$ cat config.mk
export PLATFORM = sky130hd
export DESIGN_NAME = alu8_core
export DESIGN_NICKNAME = d
export VERILOG_FILES = /design/src/rtl/alu8_pkg.sv /design/src/rtl/alu8_adder.sv /design/src/rtl/alu8_shuffle.sv /design/src/rtl/alu8_status.sv /design/src/rtl/alu8_core.sv
export SDC_FILE = /design/constraint.sdc
export NUM_CORES = 1
export LEC_CHECK = 0
export ABC_AREA = 0
export BUFFER_PORTS_ARGS = -buffer_cell sky130_fd_sc_hd__buf_2
export CAP_MARGIN = 20
export CORE_AREA = 2 2 72 74
export DETAILED_ROUTE_END_ITERATION = 10
export DIE_AREA = 0 0 74 76
export GPL_TIMING_DRIVEN = 0
export PLACE_DENSITY = 0.63
export SLEW_MARGIN = 20
export SYNTH_ARGS = -nofsm -noshare
export SYNTH_HDL_FRONTEND = slang
export SYNTH_HIERARCHICAL = 1
export SYNTH_SLANG_ARGS = --single-unit
$ cat constraint.sdc
create_clock -name clk -period 5.2 [get_ports clk]
set_clock_uncertainty 0.05 [all_clocks]
set_input_delay 0.26 -clock clk [delete_from_list [all_inputs] [get_ports clk]]
set_output_delay 0.26 -clock clk [all_outputs]
set_load 0.01 [all_outputs]
$ cat src/rtl/alu8_pkg.sv
package alu8_pkg;

    localparam int STAT_W = 8;

    localparam int FLG_C  = 0;
    localparam int FLG_DC = 1;
    localparam int FLG_Z  = 2;
    localparam int FLG_OV = 3;
    localparam int FLG_N  = 4;

    typedef enum logic [3:0] {
        OP_ADD   = 4'd0,
        OP_ADDC  = 4'd1,
        OP_SUB   = 4'd2,
        OP_SUBB  = 4'd3,
        OP_RSUBB = 4'd4,
        OP_AND   = 4'd5,
        OP_OR    = 4'd6,
        OP_XOR   = 4'd7,
        OP_SWAP  = 4'd8,
        OP_RLC   = 4'd9,
        OP_RRC   = 4'd10
    } alu_op_e;

    typedef struct packed {
        logic wr_cdc;
        logic wr_ov;
        logic wr_zn;
        logic c;
        logic dc;
        logic ov;
    } flag_req_t;

endpackage

$ cat src/rtl/alu8_adder.sv
module alu8_adder #(
    parameter int W = 8
) (
    input  logic [W-1:0] x,
    input  logic [W-1:0] y,
    input  logic         cin,
    output logic [W-1:0] sum,
    output logic         cout,
    output logic         hcout,
    output logic         ovf
);
    localparam int H  = W / 2;
    localparam int HU = W - H;

    logic [H:0]  low_sum;
    logic [HU:0] high_sum;

    // Split carry chain so the nibble carry is a real wire, not a recomputation.
    assign low_sum  = {1'b0, x[H-1:0]} + {1'b0, y[H-1:0]} + {{H{1'b0}}, cin};
    assign high_sum = {1'b0, x[W-1:H]} + {1'b0, y[W-1:H]} + {{HU{1'b0}}, low_sum[H]};

    assign sum   = {high_sum[HU-1:0], low_sum[H-1:0]};
    assign cout  = high_sum[HU];
    assign hcout = low_sum[H];
    assign ovf   = (x[W-1] == y[W-1]) && (sum[W-1] != x[W-1]);
endmodule

$ cat src/rtl/alu8_shuffle.sv
module alu8_shuffle
    import alu8_pkg::*;
#(
    parameter int W = 8
) (
    input  logic [W-1:0] a,
    input  logic [W-1:0] b,
    input  logic         cin,
    input  logic [3:0]   op,
    output logic [W-1:0] res,
    output logic         rot_c,
    output logic         rot_dc
);
    localparam int H = W / 2;

    always_comb begin
        res    = '0;
        rot_c  = 1'b0;
        rot_dc = 1'b0;
        case (op)
            OP_AND:  res = a & b;
            OP_OR:   res = a | b;
            OP_XOR:  res = a ^ b;
            OP_SWAP: res = {a[H-1:0], a[W-1:H]};
            OP_RLC: begin
                res    = {a[W-2:0], cin};
                rot_c  = a[W-1];
                rot_dc = a[H-1];
            end
            OP_RRC: begin
                res    = {cin, a[W-1:1]};
                rot_c  = a[0];
                rot_dc = a[H];
            end
            default: res = '0;
        endcase
    end
endmodule

$ cat src/rtl/alu8_status.sv
module alu8_status
    import alu8_pkg::*;
#(
    parameter int W = 8
) (
    input  logic              clk,
    input  logic              rst_n,
    input  logic              en,
    input  flag_req_t         req,
    input  logic [W-1:0]      res,
    output logic [STAT_W-1:0] status_q
);
    logic c_q, dc_q, z_q, ov_q, n_q;

    always_ff @(posedge clk or negedge rst_n) begin
        if (!rst_n) begin
            c_q  <= 1'b0;
            dc_q <= 1'b0;
            z_q  <= 1'b0;
            ov_q <= 1'b0;
            n_q  <= 1'b0;
        end else if (en) begin
            if (req.wr_cdc) begin
                c_q  <= req.c;
                dc_q <= req.dc;
            end
            if (req.wr_ov) begin
                ov_q <= req.ov;
            end
            if (req.wr_zn) begin
                z_q <= ~|res;
                n_q <= res[W-1];
            end
        end
    end

    always_comb begin
        status_q         = '0;
        status_q[FLG_C]  = c_q;
        status_q[FLG_DC] = dc_q;
        status_q[FLG_Z]  = z_q;
        status_q[FLG_OV] = ov_q;
        status_q[FLG_N]  = n_q;
    end
endmodule

$ cat src/rtl/alu8_core.sv
module alu8_core
    import alu8_pkg::*;
#(
    parameter int W = 8
) (
    input  logic              clk,
    input  logic              rst_n,
    input  logic [W-1:0]      src_a,
    input  logic [W-1:0]      src_b,
    input  logic [3:0]        op_code,
    input  logic              flag_en,
    output logic [W-1:0]      result,
    output logic [STAT_W-1:0] status
);
    logic         carry_in;
    logic [W-1:0] add_x, add_y, add_sum, shf_res;
    logic         add_ci, add_co, add_hco, add_ov;
    logic         rot_c, rot_dc;
    logic         is_arith;
    flag_req_t    req;

    assign carry_in = status[FLG_C];

    // Operand steering: subtraction is x + ~y + cin.
    always_comb begin
        add_x    = src_a;
        add_y    = src_b;
        add_ci   = 1'b0;
        is_arith = 1'b1;
        case (op_code)
            OP_ADD:   add_ci = 1'b0;
            OP_ADDC:  add_ci = carry_in;
            OP_SUB: begin
                add_y  = ~src_b;
                add_ci = 1'b1;
            end
            OP_SUBB: begin
                add_y  = ~src_b;
                add_ci = carry_in;
            end
            OP_RSUBB: begin
                add_x  = src_b;
                add_y  = ~src_a;
                add_ci = carry_in;
            end
            default: is_arith = 1'b0;
        endcase
    end

    alu8_adder #(.W(W)) adder_i (
        .x     (add_x),
        .y     (add_y),
        .cin   (add_ci),
        .sum   (add_sum),
        .cout  (add_co),
        .hcout (add_hco),
        .ovf   (add_ov)
    );

    alu8_shuffle #(.W(W)) shuffle_i (
        .a      (src_a),
        .b      (src_b),
        .cin    (carry_in),
        .op     (op_code),
        .res    (shf_res),
        .rot_c  (rot_c),
        .rot_dc (rot_dc)
    );

    assign result = is_arith ? add_sum : shf_res;

    always_comb begin
        req = '0;
        case (op_code)
            OP_ADD, OP_ADDC, OP_SUB, OP_SUBB, OP_RSUBB: begin
                req.wr_cdc = 1'b1;
                req.wr_ov  = 1'b1;
                req.wr_zn  = 1'b1;
                req.c      = add_co;
                req.dc     = add_hco;
                req.ov     = add_ov;
            end
            OP_AND, OP_OR, OP_XOR: req.wr_zn = 1'b1;
            OP_RLC, OP_RRC: begin
                req.wr_cdc = 1'b1;
                req.wr_zn  = 1'b1;
                req.c      = rot_c;
                req.dc     = rot_dc;
            end
            default: req = '0;
        endcase
    end

    alu8_status #(.W(W)) status_i (
        .clk      (clk),
        .rst_n    (rst_n),
        .en       (flag_en),
        .req      (req),
        .res      (result),
        .status_q (status)
    );
endmodule

==> results by group <==
Status
  – Status: finished clean

Flow run
  – Max Cap Viol: 0

Drt
  – Routed WL: 5660 um
  – Initial DRT Pass Iterations: 4
  – Number of routed nets with antenna violations: 0
  – DRC: 0
  – Average wire per standard cell: 15.2 um
  – DR vias: 2,016
  – Initial drt markers: 176
  – DR vias/cell: 5.43

Timing
  – Final Hold Vio Count: 0
  – RSZ-0062 raised after global routing: false
  – Aggregate negative setup slack: 0 ns
  – Crit path time final: 4.39 ns
  – Period utilisation layout: 84.5%
  – Worst setup margin: 0.808 ns
  – Worst hold margin: 0.328 ns
  – Setup violators final: 0
  – Max Freq: 228 MHz
  – Fin. max-slew vios: 0

Synth
  – Distinct cells, synth: 53
  – Cell Area, Synth: 0.00209 mm2
  – Mapped Avg Cell Area: 8.06 um2
  – YS warnings: 6
  – Cells after synthesis: 259
  – Register area share after synthesis: 6.00%
  – Post-synth EDFFs: 0
  – Async SR Flop Fraction: 100%
  – FF+latch count, synth: 5
  – Top FF cell, synth: dfrtp_1

Power and ir drop
  – Pwr per Cell Area: 156 mW/mm2
  – Max VDD drop: 0.0722 mV
  – Leak: 1.15 nW
  – Total Power: 0.000376 W

GRT
  – Largest net degree at the start of global routing: 13
  – Remaining Overflow, GRT: 0
  – GRT Total Usage: 20.2%
  – First-pass GRT wire length: 9220 um
  – Number of global-route vias before repair: 1,850
  – Initial antenna violation count: 0

Critical path
  – Worst path arrival time: 4.50 ns
  – Setup crit end kind: flop
  – Worst EP required: 5.31 ns
  – Worst setup SP type: primary input
  – CP max-delay cell: fa_1
  – Setup slack, reg-to-reg: 1.34 ns
  – CP max stage delay: 0.50 ns
  – Reg2reg end: status_i/z_q
  – Critical path fanouts, max: 10
  – Buf/Inv on CP: 5
  – Worst path top cell family by delay: adder cells
  – Critical path, cell by cell: buf_2, buf_2, or3b_1, or3_1, nand3_1, inv_1, fa_1, inv_1, fa_1, a21o_1, a21oi_1, fa_1, fa_1, inv_1, mux2_2, nor4_1, a41o_2
  – Most used cell, CP: fa_1
  – Setup CP Type: primary input to flop
  – Register-to-Register Path Depth: 16
  – Reg2reg start: status_i/c_q

Final layout
  – Area growth from synthesis to layout: 15.6%
  – Diodes inserted: 0
  – Final #Nets: 351
  – Layout Cells excl Fill: 371
  – Layout cell share with drive strength beyond 1: 29.6%
  – Fill count: 491

Floorplanning
  – Initial Utilization: 42.5%
  – Die height: 76 um
  – Die area: 0.00562 mm2
  – Top Ports: 39
  – Core ar.: 0.00491 mm2
  – # rows: 26
  – Die W: 74 um

Placement
  – DP HPWL: 4530 um
  – DP Worst Slack: 0.596 ns
  – Placed cells: 366
  – Port buffer count: 35
  – GP Congestion: 0.856

Worst hold path
  – Hold path depth: 2
  – Hold Crit Endpoint: status_i/z_q
  – HP Start: flag_en
  – Hold Path Class: primary input to flop

Clocking
  – Worst skew pair latency: 0.22 ns
  – CTS H-Tree Depth: 1
  – Clock Path Buffers: 2
  – CTS root buf: clkbuf_8
  – Post-cts sizing count: 0
  – Cts bufs inserted: 3
  – Clock Pin Slew Worst Setup and Hold Paths: 0.04 ns
  – # clock sinks: 5
  – CTS tree: built
worst max path at each step:
stage	depth (start not counted)	to	startpoint	slack (ns)
2_1_floorplan	16	status_i/z_q	op_code[3]	1.27
3_3_place_gp	17	status_i/z_q	op_code[3]	0.57
3_5_place_dp	17	status_i/z_q	op_code[3]	0.60
4_1_cts	17	status_i/z_q	op_code[3]	0.82
5_1_grt	19	status_i/c_q	op_code[2]	0.60
6_report	17	status_i/z_q	op_code[3]	0.81
cells by family after synthesis:
kind of cell    after synthesis  synth area share (%)
simple gates                 75                  24.8
compound gates               66                  23.9
buf+inv                      56                  12.0
fa+ha+maj                    26                  17.0
mux                          25                  14.0
xor+xnor                      5                  2.10
flops                         5                  6.00
other cells                   1                 0.180
synthesized netlist by cell type (6+ instances only):
library cell	count	area [um2]
a22oi_1	18	135
nand3_1	8	40.0
nand2b_1	6	37.5
a21oi_1	13	65.1
mux2_2	20	225
a2bb2oi_1	6	52.6
nand2_1	10	37.5
inv_1	34	128
ha_1	22	275
nor4b_1	8	70.1
clkbuf_1	8	30.0
or3_1	8	50.1
nor2b_1	12	75.1
buf_4	9	67.6
cells in the final DEF, fill, tap and decap left out, types with 2 or more instances in the layout:
cell type / synthesis / routed
nand2b_1: 6 / 6
ha_1: 22 / 22
clkbuf_1: 8 / 9
nor4b_1: 8 / 8
a32oi_1: 4 / 4
buf_4: 9 / 9
nand2_1: 10 / 10
nor4_1: 2 / 2
a2bb2oi_1: 6 / 6
dfrtp_1: 5 / 5
and3b_2: 2 / 2
mux2_4: 3 / 3
fa_1: 4 / 4
a22oi_1: 18 / 18
and2_1: 2 / 2
mux2_1: 2 / 2
buf_2: 5 / 40
o21ai_0: 3 / 3
o221ai_1: 4 / 4
mux2_2: 20 / 20
nor2b_1: 12 / 12
xor2_1: 2 / 2
nor3b_1: 5 / 5
a22o_1: 2 / 2
nand3_1: 8 / 8
inv_1: 34 / 34
o211ai_1: 4 / 4
o22ai_1: 2 / 2
conb_1: 1 / 3
clkbuf_8: 0 / 3
a21o_1: 2 / 2
a21oi_1: 13 / 13
or3_1: 8 / 8
xnor2_1: 3 / 3
sequential cells by signal (all words and copies together) (netlist names):
name,flops
status_i/c_q,1
status_i/dc_q,1
status_i/n_q,1
status_i/ov_q,1
status_i/z_q,1
per-stage QoR:
step           instance area, um2  util [%]
4_1_cts                      2410      49.1
5_1_grt                      2410      49.1
6_report                     2410      49.1
3_3_place_gp                 2360      48.0
3_5_place_dp                 2360      48.0
2_1_floorplan                2090         -
report_power, final:
part,total (W),internal [W],switching [W]
Clock,0.0000713,0.0000526,0.0000187
Sequential,0.0000504,0.0000464,0.00000402
Combinational,0.000254,0.000119,0.000135
Total,0.000376,0.000218,0.000158
final cells by class:
cell class                 instances  area, um2  share of cell area (%)
tap                               70       87.6                    3.63
buffer                            22        123                    5.08
inverter                          34        128                    5.29
clock buffer                       4       45.0                    1.87
sequential                         5        125                    5.19
multi-input combinational        200       1720                    71.3
timing repair buffer              36        185                    7.68
what timing repair did:
action / 4_1_cts / 5_1_grt
buffers inserted: 0 / 0
hold endpoints to repair: 5 / 0
hold buffers: 1 / 0
worst reg2reg max path, cell delays in order, from the launching register on:
cell and delay [ns]:
dfrtp_1 0.33, buf_4 0.14, nand2_1 0.06, o21ai_0 0.17
o21a_1 0.14, inv_1 0.05, fa_1 0.40, inv_1 0.11
fa_1 0.20, a21o_1 0.13, a21oi_1 0.12, fa_1 0.45
fa_1 0.50, inv_1 0.05, mux2_2 0.28, nor4_1 0.37
a41o_2 0.25
routing by layer:
| layer | routed length (um) | share of wire (%) | vias up | GRT usage [%] |
|---|---|---|---|---|
| met5 | 0 | 0 | - | 0 |
| met4 | 72 | 1.3 | 0 | 3.27 |
| met3 | 368 | 6.5 | 6 | 1.46 |
| met2 | 2640 | 47 | 73 | 32.1 |
| met1 | 2580 | 46 | 922 | 30.0 |
| li1 | - | - | 1015 | - |
(Power assumes the default switching activity.)
